==> src/rtl/hbr_pkg.sv <==
package hbr_pkg;

   typedef enum logic [2:0] {
      RG_NONE,
      RG_IOMMU,
      RG_HOLE,
      RG_MAP,
      RG_PCICTL,
      RG_RSTCTL
   } region_e;

   localparam int IDX_W = 4;

   // reset register: only bits 31:27 exist; positions inside the 5-bit field
   localparam int RC_LSB    = 27;
   localparam int RC_W      = 5;
   localparam logic [RC_W-1:0] RC_W1C   = 5'b10011;  // bits 31, 28, 27
   localparam logic [RC_W-1:0] RC_WRITE = 5'b01100;  // bits 30, 29
   localparam int RC_F_PWRON = 4;                    // bit 31
   localparam int RC_F_SWPWR = 3;                    // bit 30
   localparam int RC_F_SWEXT = 2;                    // bit 29

endpackage

==> src/rtl/hbr_addr_dec.sv <==
module hbr_addr_dec
   import hbr_pkg::*;
#(
   parameter int N_IOMMU  = 3,
   parameter int N_MAP    = 8,
   parameter int N_PCICTL = 12
) (
   input  logic [15:0]      addr,
   output region_e          region,
   output logic             live,
   output logic [IDX_W-1:0] idx
);

   localparam logic [15:0] IOMMU_LO = 16'h0200;
   localparam logic [15:0] IOMMU_HI = 16'(32'h0200 + 4 * N_IOMMU - 1);
   localparam logic [15:0] HOLE_HI  = 16'h03FF;
   localparam logic [15:0] MAP_LO   = 16'h0C00;
   localparam logic [15:0] MAP_HI   = 16'(32'h0C00 + 8 * N_MAP - 1);
   localparam logic [15:0] PCI_LO   = 16'h2000;
   localparam logic [15:0] PCI_HI   = 16'(32'h2000 + 4 * N_PCICTL - 1);
   localparam logic [15:0] RC_LO    = 16'hF020;
   localparam logic [15:0] RC_HI    = 16'hF027;

   always_comb begin
      region = RG_NONE;
      live   = 1'b0;
      idx    = '0;
      if (addr >= IOMMU_LO && addr <= IOMMU_HI) begin
         region = RG_IOMMU;
         live   = 1'b1;
         idx    = {2'b00, addr[3:2]};
      end else if (addr >= IOMMU_LO && addr <= HOLE_HI) begin
         region = RG_HOLE;
      end else if (addr >= MAP_LO && addr <= MAP_HI) begin
         region = RG_MAP;
         live   = addr[2];
         idx    = {1'b0, addr[5:3]};
      end else if (addr >= PCI_LO && addr <= PCI_HI) begin
         region = RG_PCICTL;
         live   = 1'b1;
         idx    = addr[5:2];
      end else if (addr >= RC_LO && addr <= RC_HI) begin
         region = RG_RSTCTL;
         live   = addr[2];
      end
   end

endmodule

==> src/rtl/hbr_map_bank.sv <==
module hbr_map_bank
   import hbr_pkg::*;
#(
   parameter int N_MAP = 8
) (
   input  logic                   clk,
   input  logic                   rst_n,
   input  logic                   dev_rst,
   input  logic                   wr_stb,
   input  logic [IDX_W-1:0]       wr_idx,
   input  logic                   wr_en_bit,
   output logic [N_MAP-1:0]       en_q,
   output logic [N_MAP-1:0][31:0] word_q
);

   for (genvar i = 0; i < N_MAP; i++) begin : g_map
      localparam logic [30:0] ROUTE = 31'((32'h1F << 6) | (i << 2));

      always_ff @(posedge clk or negedge rst_n) begin
         if (!rst_n)
            en_q[i] <= 1'b0;
         else if (dev_rst)
            en_q[i] <= 1'b0;
         else if (wr_stb && wr_idx == IDX_W'(i))
            en_q[i] <= wr_en_bit;
      end

      assign word_q[i] = {en_q[i], ROUTE};
   end

endmodule

==> src/rtl/hbr_rst_ctl.sv <==
module hbr_rst_ctl
   import hbr_pkg::*;
#(
   parameter int CNT_W = 2
) (
   input  logic            clk,
   input  logic            rst_n,
   input  logic            dev_rst,
   input  logic            wr_stb,
   input  logic [RC_W-1:0] wr_field,
   output logic [31:0]     rc_word,
   output logic            swpwr_pulse,
   output logic            swext_pulse
);

   localparam logic [CNT_W-1:0] CNT_MAX = {CNT_W{1'b1}};

   logic [RC_W-1:0]  st_q;
   logic [CNT_W-1:0] cnt_q;
   logic [RC_W-1:0]  st_wr;

   assign st_wr   = (st_q & ~(wr_field & RC_W1C) & ~RC_WRITE) | (wr_field & RC_WRITE);
   assign rc_word = {st_q, {RC_LSB{1'b0}}};

   always_ff @(posedge clk or negedge rst_n) begin
      if (!rst_n) begin
         st_q        <= '0;
         cnt_q       <= '0;
         swpwr_pulse <= 1'b0;
         swext_pulse <= 1'b0;
      end else begin
         swpwr_pulse <= 1'b0;
         swext_pulse <= 1'b0;
         if (dev_rst) begin
            if (cnt_q == '0)
               st_q <= RC_W'(1) << RC_F_PWRON;
            if (cnt_q != CNT_MAX)
               cnt_q <= cnt_q + 1'b1;
         end else if (wr_stb) begin
            st_q        <= st_wr;
            swpwr_pulse <= wr_field[RC_F_SWPWR];
            swext_pulse <= !wr_field[RC_F_SWPWR] && wr_field[RC_F_SWEXT];
            if (wr_field[RC_F_SWPWR])
               cnt_q <= '0;
         end
      end
   end

endmodule

==> src/rtl/hbr_csr.sv <==
module hbr_csr
   import hbr_pkg::*;
#(
   parameter int N_IOMMU   = 3,
   parameter int N_MAP     = 8,
   parameter int N_PCICTL  = 12,
   parameter int RST_CNT_W = 2
) (
   input  logic             clk,
   input  logic             rst_n,
   input  logic             dev_rst,
   input  logic [15:0]      addr,
   input  logic             wr_en,
   input  logic [31:0]      wr_data,
   input  logic             rd_en,
   output logic [31:0]      rd_data,
   output logic [N_MAP-1:0] map_enable,
   output logic             soft_pwr_req,
   output logic             soft_ext_req
);

   if (N_IOMMU < 1 || N_IOMMU > 4) begin : g_bad_iommu
      $error("hbr_csr: N_IOMMU must be 1..4");
   end
   if (N_MAP < 1 || N_MAP > 8) begin : g_bad_map
      $error("hbr_csr: N_MAP must be 1..8");
   end
   if (N_PCICTL < 1 || N_PCICTL > 16) begin : g_bad_pci
      $error("hbr_csr: N_PCICTL must be 1..16");
   end
   if (RST_CNT_W < 1) begin : g_bad_cnt
      $error("hbr_csr: RST_CNT_W must be at least 1");
   end

   region_e          region;
   logic             live;
   logic [IDX_W-1:0] idx;
   logic             wr_ok;

   logic [N_IOMMU-1:0][31:0]  iommu_q;
   logic [N_PCICTL-1:0][31:0] pci_q;
   logic [N_MAP-1:0][31:0]    map_word;
   logic [31:0]               rc_word;
   logic [31:0]               rd_mux;

   hbr_addr_dec #(
      .N_IOMMU (N_IOMMU),
      .N_MAP   (N_MAP),
      .N_PCICTL(N_PCICTL)
   ) u_dec (
      .addr  (addr),
      .region(region),
      .live  (live),
      .idx   (idx)
   );

   assign wr_ok = wr_en && !dev_rst && live;

   for (genvar k = 0; k < N_IOMMU; k++) begin : g_iommu
      always_ff @(posedge clk or negedge rst_n) begin
         if (!rst_n)
            iommu_q[k] <= '0;
         else if (wr_ok && region == RG_IOMMU && idx == IDX_W'(k))
            iommu_q[k] <= wr_data;
      end
   end

   for (genvar k = 0; k < N_PCICTL; k++) begin : g_pci
      always_ff @(posedge clk or negedge rst_n) begin
         if (!rst_n)
            pci_q[k] <= '0;
         else if (wr_ok && region == RG_PCICTL && idx == IDX_W'(k))
            pci_q[k] <= wr_data;
      end
   end

   hbr_map_bank #(
      .N_MAP(N_MAP)
   ) u_map (
      .clk      (clk),
      .rst_n    (rst_n),
      .dev_rst  (dev_rst),
      .wr_stb   (wr_ok && region == RG_MAP),
      .wr_idx   (idx),
      .wr_en_bit(wr_data[31]),
      .en_q     (map_enable),
      .word_q   (map_word)
   );

   hbr_rst_ctl #(
      .CNT_W(RST_CNT_W)
   ) u_rst (
      .clk        (clk),
      .rst_n      (rst_n),
      .dev_rst    (dev_rst),
      .wr_stb     (wr_ok && region == RG_RSTCTL),
      .wr_field   (wr_data[31:RC_LSB]),
      .rc_word    (rc_word),
      .swpwr_pulse(soft_pwr_req),
      .swext_pulse(soft_ext_req)
   );

   always_comb begin
      rd_mux = '0;
      if (live) begin
         unique case (region)
            RG_IOMMU:
               for (int k = 0; k < N_IOMMU; k++)
                  if (idx == IDX_W'(k)) rd_mux = iommu_q[k];
            RG_MAP:
               for (int k = 0; k < N_MAP; k++)
                  if (idx == IDX_W'(k)) rd_mux = map_word[k];
            RG_PCICTL:
               for (int k = 0; k < N_PCICTL; k++)
                  if (idx == IDX_W'(k)) rd_mux = pci_q[k];
            RG_RSTCTL:
               rd_mux = rc_word;
            default:
               rd_mux = '0;
         endcase
      end
   end

   always_ff @(posedge clk or negedge rst_n) begin
      if (!rst_n)
         rd_data <= '0;
      else if (rd_en)
         rd_data <= rd_mux;
   end

endmodule

==> config.mk <==
export PLATFORM = sky130hd
export DESIGN_NAME = hbr_csr
export DESIGN_NICKNAME = d
export VERILOG_FILES = /design/src/rtl/hbr_pkg.sv /design/src/rtl/hbr_addr_dec.sv /design/src/rtl/hbr_map_bank.sv /design/src/rtl/hbr_rst_ctl.sv /design/src/rtl/hbr_csr.sv
export SDC_FILE = /design/constraint.sdc
export NUM_CORES = 1
export LEC_CHECK = 0
export ABC_AREA = 1
export CAP_MARGIN = 20
export CORE_AREA = 5 5 256 258
export DETAILED_ROUTE_END_ITERATION = 16
export DIE_AREA = 0 0 261 263
export PLACE_DENSITY = 0.7
export SLEW_MARGIN = 20
export SYNTH_ARGS = -nofsm -noshare
export SYNTH_HDL_FRONTEND = slang
export SYNTH_HIERARCHICAL = 1
export SYNTH_SLANG_ARGS = --single-unit
==> constraint.sdc <==
create_clock -name clk -period 2.9 [get_ports clk]
set_input_delay 0.58 -clock clk [delete_from_list [all_inputs] [get_ports clk]]
set_output_delay 0.58 -clock clk [all_outputs]
set_load 0.01 [all_outputs]
==> results.toml <==
[layout]
area.sequential_sq_um = 13240
fin_cells = 4709
multi_input_area_sq_um = 12020
nets = 3872
fin_util = 0.5254
n_fill_cell = 5747
area_delta_synth_final_pct = 17.83
drive_gt1_frac = 0.1248

[detailed_routing]
drtIter0Drc = 2629
postRouteAntennaNets = 0
viasPerCell = 5.158
vias = 24290
drt_pass1_iterations = 5
drc = 0
routed_wl_um = 86690
wl_per_cell_um = 18.41

[grt]
grt_overflow = 0
grt_pass1_vias = 22811
grt_pass1_wl_um = 134700
track_usage = 0.2473
grt_max_degree = 76
grt_antenna_before_repair = 0

[logic_synthesis]
synth_top_area_cell = "dfrtp_1"
synth_xor_area_frac = 0
synth_edf_count = 0
async_flop_share = 1.000
synth_compound_area_frac = 0.1524
synth_top_family_by_area = "simple AND/OR/NAND/NOR gates"
yosysMostFrequentCell = "nand2_1"
ys.flop_type = "dfrtp_1"
avgSynthCellArea_sq_um = 7.682
synth_area_sq_um = 27970
synthMuxAreaShare = 0
yosys-top-cells-count = "nand2_1 (1,192), dfrtp_1 (529), o21ai_0 (387)"
yosys-top-cells-area = "dfrtp_1 (47%), nand2_1 (16%), buf_4 (8.1%)"
ys_warn_count = 6
ys_seq_area_frac = 0.4733
synthAdderAreaFrac = 0.0008946
synth.distinct_cells = 33
synthCells = 3641
synth_top_cell_area_share = 0.4733
ys_seq_elements = 529
synthSimpleGateAreaFrac = 0.2311

[job]
drv_cap = 0

[sta]
fin_crit_sh = 0.9415
max_freq_mhz = 366.3
hold_viol_final = 0
finalSetupViolCount = 0
worst_pin_slew_ns = 0.8088
maxSlewViolCount = 0
fin_crit_ns = 2.730
clock_skew_ns = 0.01610
fin_tns_setup_ns = 0
relSlewSlack = 0.4608

[clock_tree]
cts_hold_buf = 0
cts-root-buf = "clkbuf_16"
clk_path_buf_depth = 3
clk_pin_slew_ns = 0.06
cts_sinks = 529
cts_tree = "yes"
clk_latency_ns = 0.62
cts_buffers = 56
htree_levels = 2

[worst_setup_path]
cp_max_fo = 20
worstPathCellList = "clkdlybuf4s50_1 -> nand2_1 -> nand2_1 -> nor2_4 -> nand4_1 -> nand2_4 -> nand2_2 -> nor2_4 -> clkinv_4 -> buf_4 -> buf_12 -> buf_4 -> o21ai_1 -> nand4_1 -> a21oi_4 -> nand2_1 -> nand2_1 -> nand2_1"
crit_top_cell = "nand2_1"
arrival_ns = 3.23
required_ns = 3.40
critPathTopFamily = "simple AND/OR/NAND/NOR gates"
cp_slowest_cell = "clkdlybuf4s50_1"
path_buf_inv = 5
crit_type = "primary input to flop"
end_kind = "flop"
slowest_delay_ns = 0.45
startpoint_type = "primary input"

[floorplan]
rows = 92
start_util = 0.4459
die_y_um = 263
dieWidth_um = 261
core_area_sq_um = 62740
pin_count = 95
die-area_sq_um = 68640

[min_path]
worstHoldPathType = "primary input to async pin"

[place]
place_inst = 4595
gp_congestion = 0.9100
io_buffers = 92
post-dp-hpwl_um = 59140

[pwr]
pwr-share-clk = 0.476
power_density_nw_per_um2 = 467.6
ir_drop_uv = 517.8
seqPwrFrac = 0.481
p_sw_mw = 3.568
combPwrFrac = 0.044
internal-power_mw = 11.84
swShare = 0.2315
p_leak_nw = 16.05

[outcome]
status = "complete, no violations"
[power by group through the flow]
stage | Sequential (mW) | Combinational (mW) | Clock, mW
after CTS | 7.41 | 0.667 | 7.40
after global placement | 7.54 | 0.658 | 0
after detailed placement | 7.54 | 0.662 | 0
after floorplan | 7.54 | 0.510 | 0
after global routing | 7.40 | 0.762 | 7.74
final | 7.41 | 0.674 | 7.33
[path summary, 6_finish.rpt]
| kind | slack, ns | depth (start not counted) | to | from |
|---|---|---|---|---|
| max | 0.17 | 18 | rd_data[4] | addr[3] |
| max reg2reg | 1.13 | 10 | rd_data[12] | pci_q[76] |
| min in group clk | 0.48 | 2 | pci_q[281] | pci_q[281] |
| max in group asynchronous | 2.11 | 2 | pci_q[87] | rst_n |
| min reg2reg | 0.48 | 2 | pci_q[281] | pci_q[281] |
| min | 0.002 | 1 | iommu_q[64] | rst_n |
[repair_timing]
| action | in CTS | in global routing |
|---|---|---|
| endpoints found under the setup margin | 34 | 34 |
| setup buffers | 7 | 4 |
| gates cloned | 0 | 1 |
| hold endpoints to repair | 0 | 0 |
| pin swaps | 19 | 31 |
| resized for setup | 36 | 45 |
[cells in the final DEF (no fill, tap or decap), types with 7 or more instances in the layout]
cell type	instances
nor2_2	10
buf_4	188
nor2_1	52
nand2_1	1174
nand2_2	31
a21boi_1	8
or2_0	32
nand4_1	73
inv_2	13
nor2_4	17
o21ai_0	386
clkdlybuf4s50_1	79
buf_12	76
clkbuf_8	17
clkinv_2	10
o21ai_1	217
nand3_2	7
a221oi_1	17
or2_2	18
inv_1	202
clkbuf_16	57
conb_1	275
dfrtp_1	529
a21oi_1	132
nand3_1	132
clkbuf_1	12
o22ai_1	21
o211ai_1	21
[metrics by stage]
step / total power [mW] / area, sq um / setup slack, ns / hold WS [ns]
final: 15.41 / 32960 / 0.1697 / 0.001850
after global routing: 15.91 / 32960 / -0.008025 / 0.04395
after CTS: 15.48 / 32830 / 0.003743 / 0.007770
after detailed placement: 8.204 / 30800 / -0.9906 / 0.4668
after global placement: 8.199 / 30800 / -0.9691 / 0.4590
after floorplan: 8.051 / 28990 / 0.2322 / 0.2844
[routing by layer]
metal,up-vias,track usage,part of all wire
met4,0,0.08736,0.039
met1,11533,0.3486,0.43
li1,11612,-,-
met5,-,0,0
met2,975,0.3933,0.46
met3,170,0.03383,0.076
[registers in the layout, summed over array words and instances (netlist names)]
register           count
pci_q                384
u_rst/swext_pulse      1
iommu_q               96
u_rst/swpwr_pulse      1
u_rst/cnt_q            2
u_map/en_q             8
u_rst/st_q             5
rd_data               32
[logic make-up (layout without fill, tap and decap cells)]
kind of cell / Yosys count / after routing
other cells: 3 / 276
simple gates: 1557 / 1557
buf+inv: 734 / 683
flops: 529 / 529
fa+ha+maj: 2 / 2
compound gates: 816 / 816
[cell type report]
cell class,instances,area share
Multi-Input combinational cell,2650,0.3648
Antenna cell,1,0.00007592
Clock inverter,18,0.006112
Timing Repair Buffer,363,0.1194
Inverter,217,0.02494
Sequential cell,529,0.4016
Clock buffer,85,0.05098
Tap cell,846,0.03212
(Power assumes the default switching activity.)
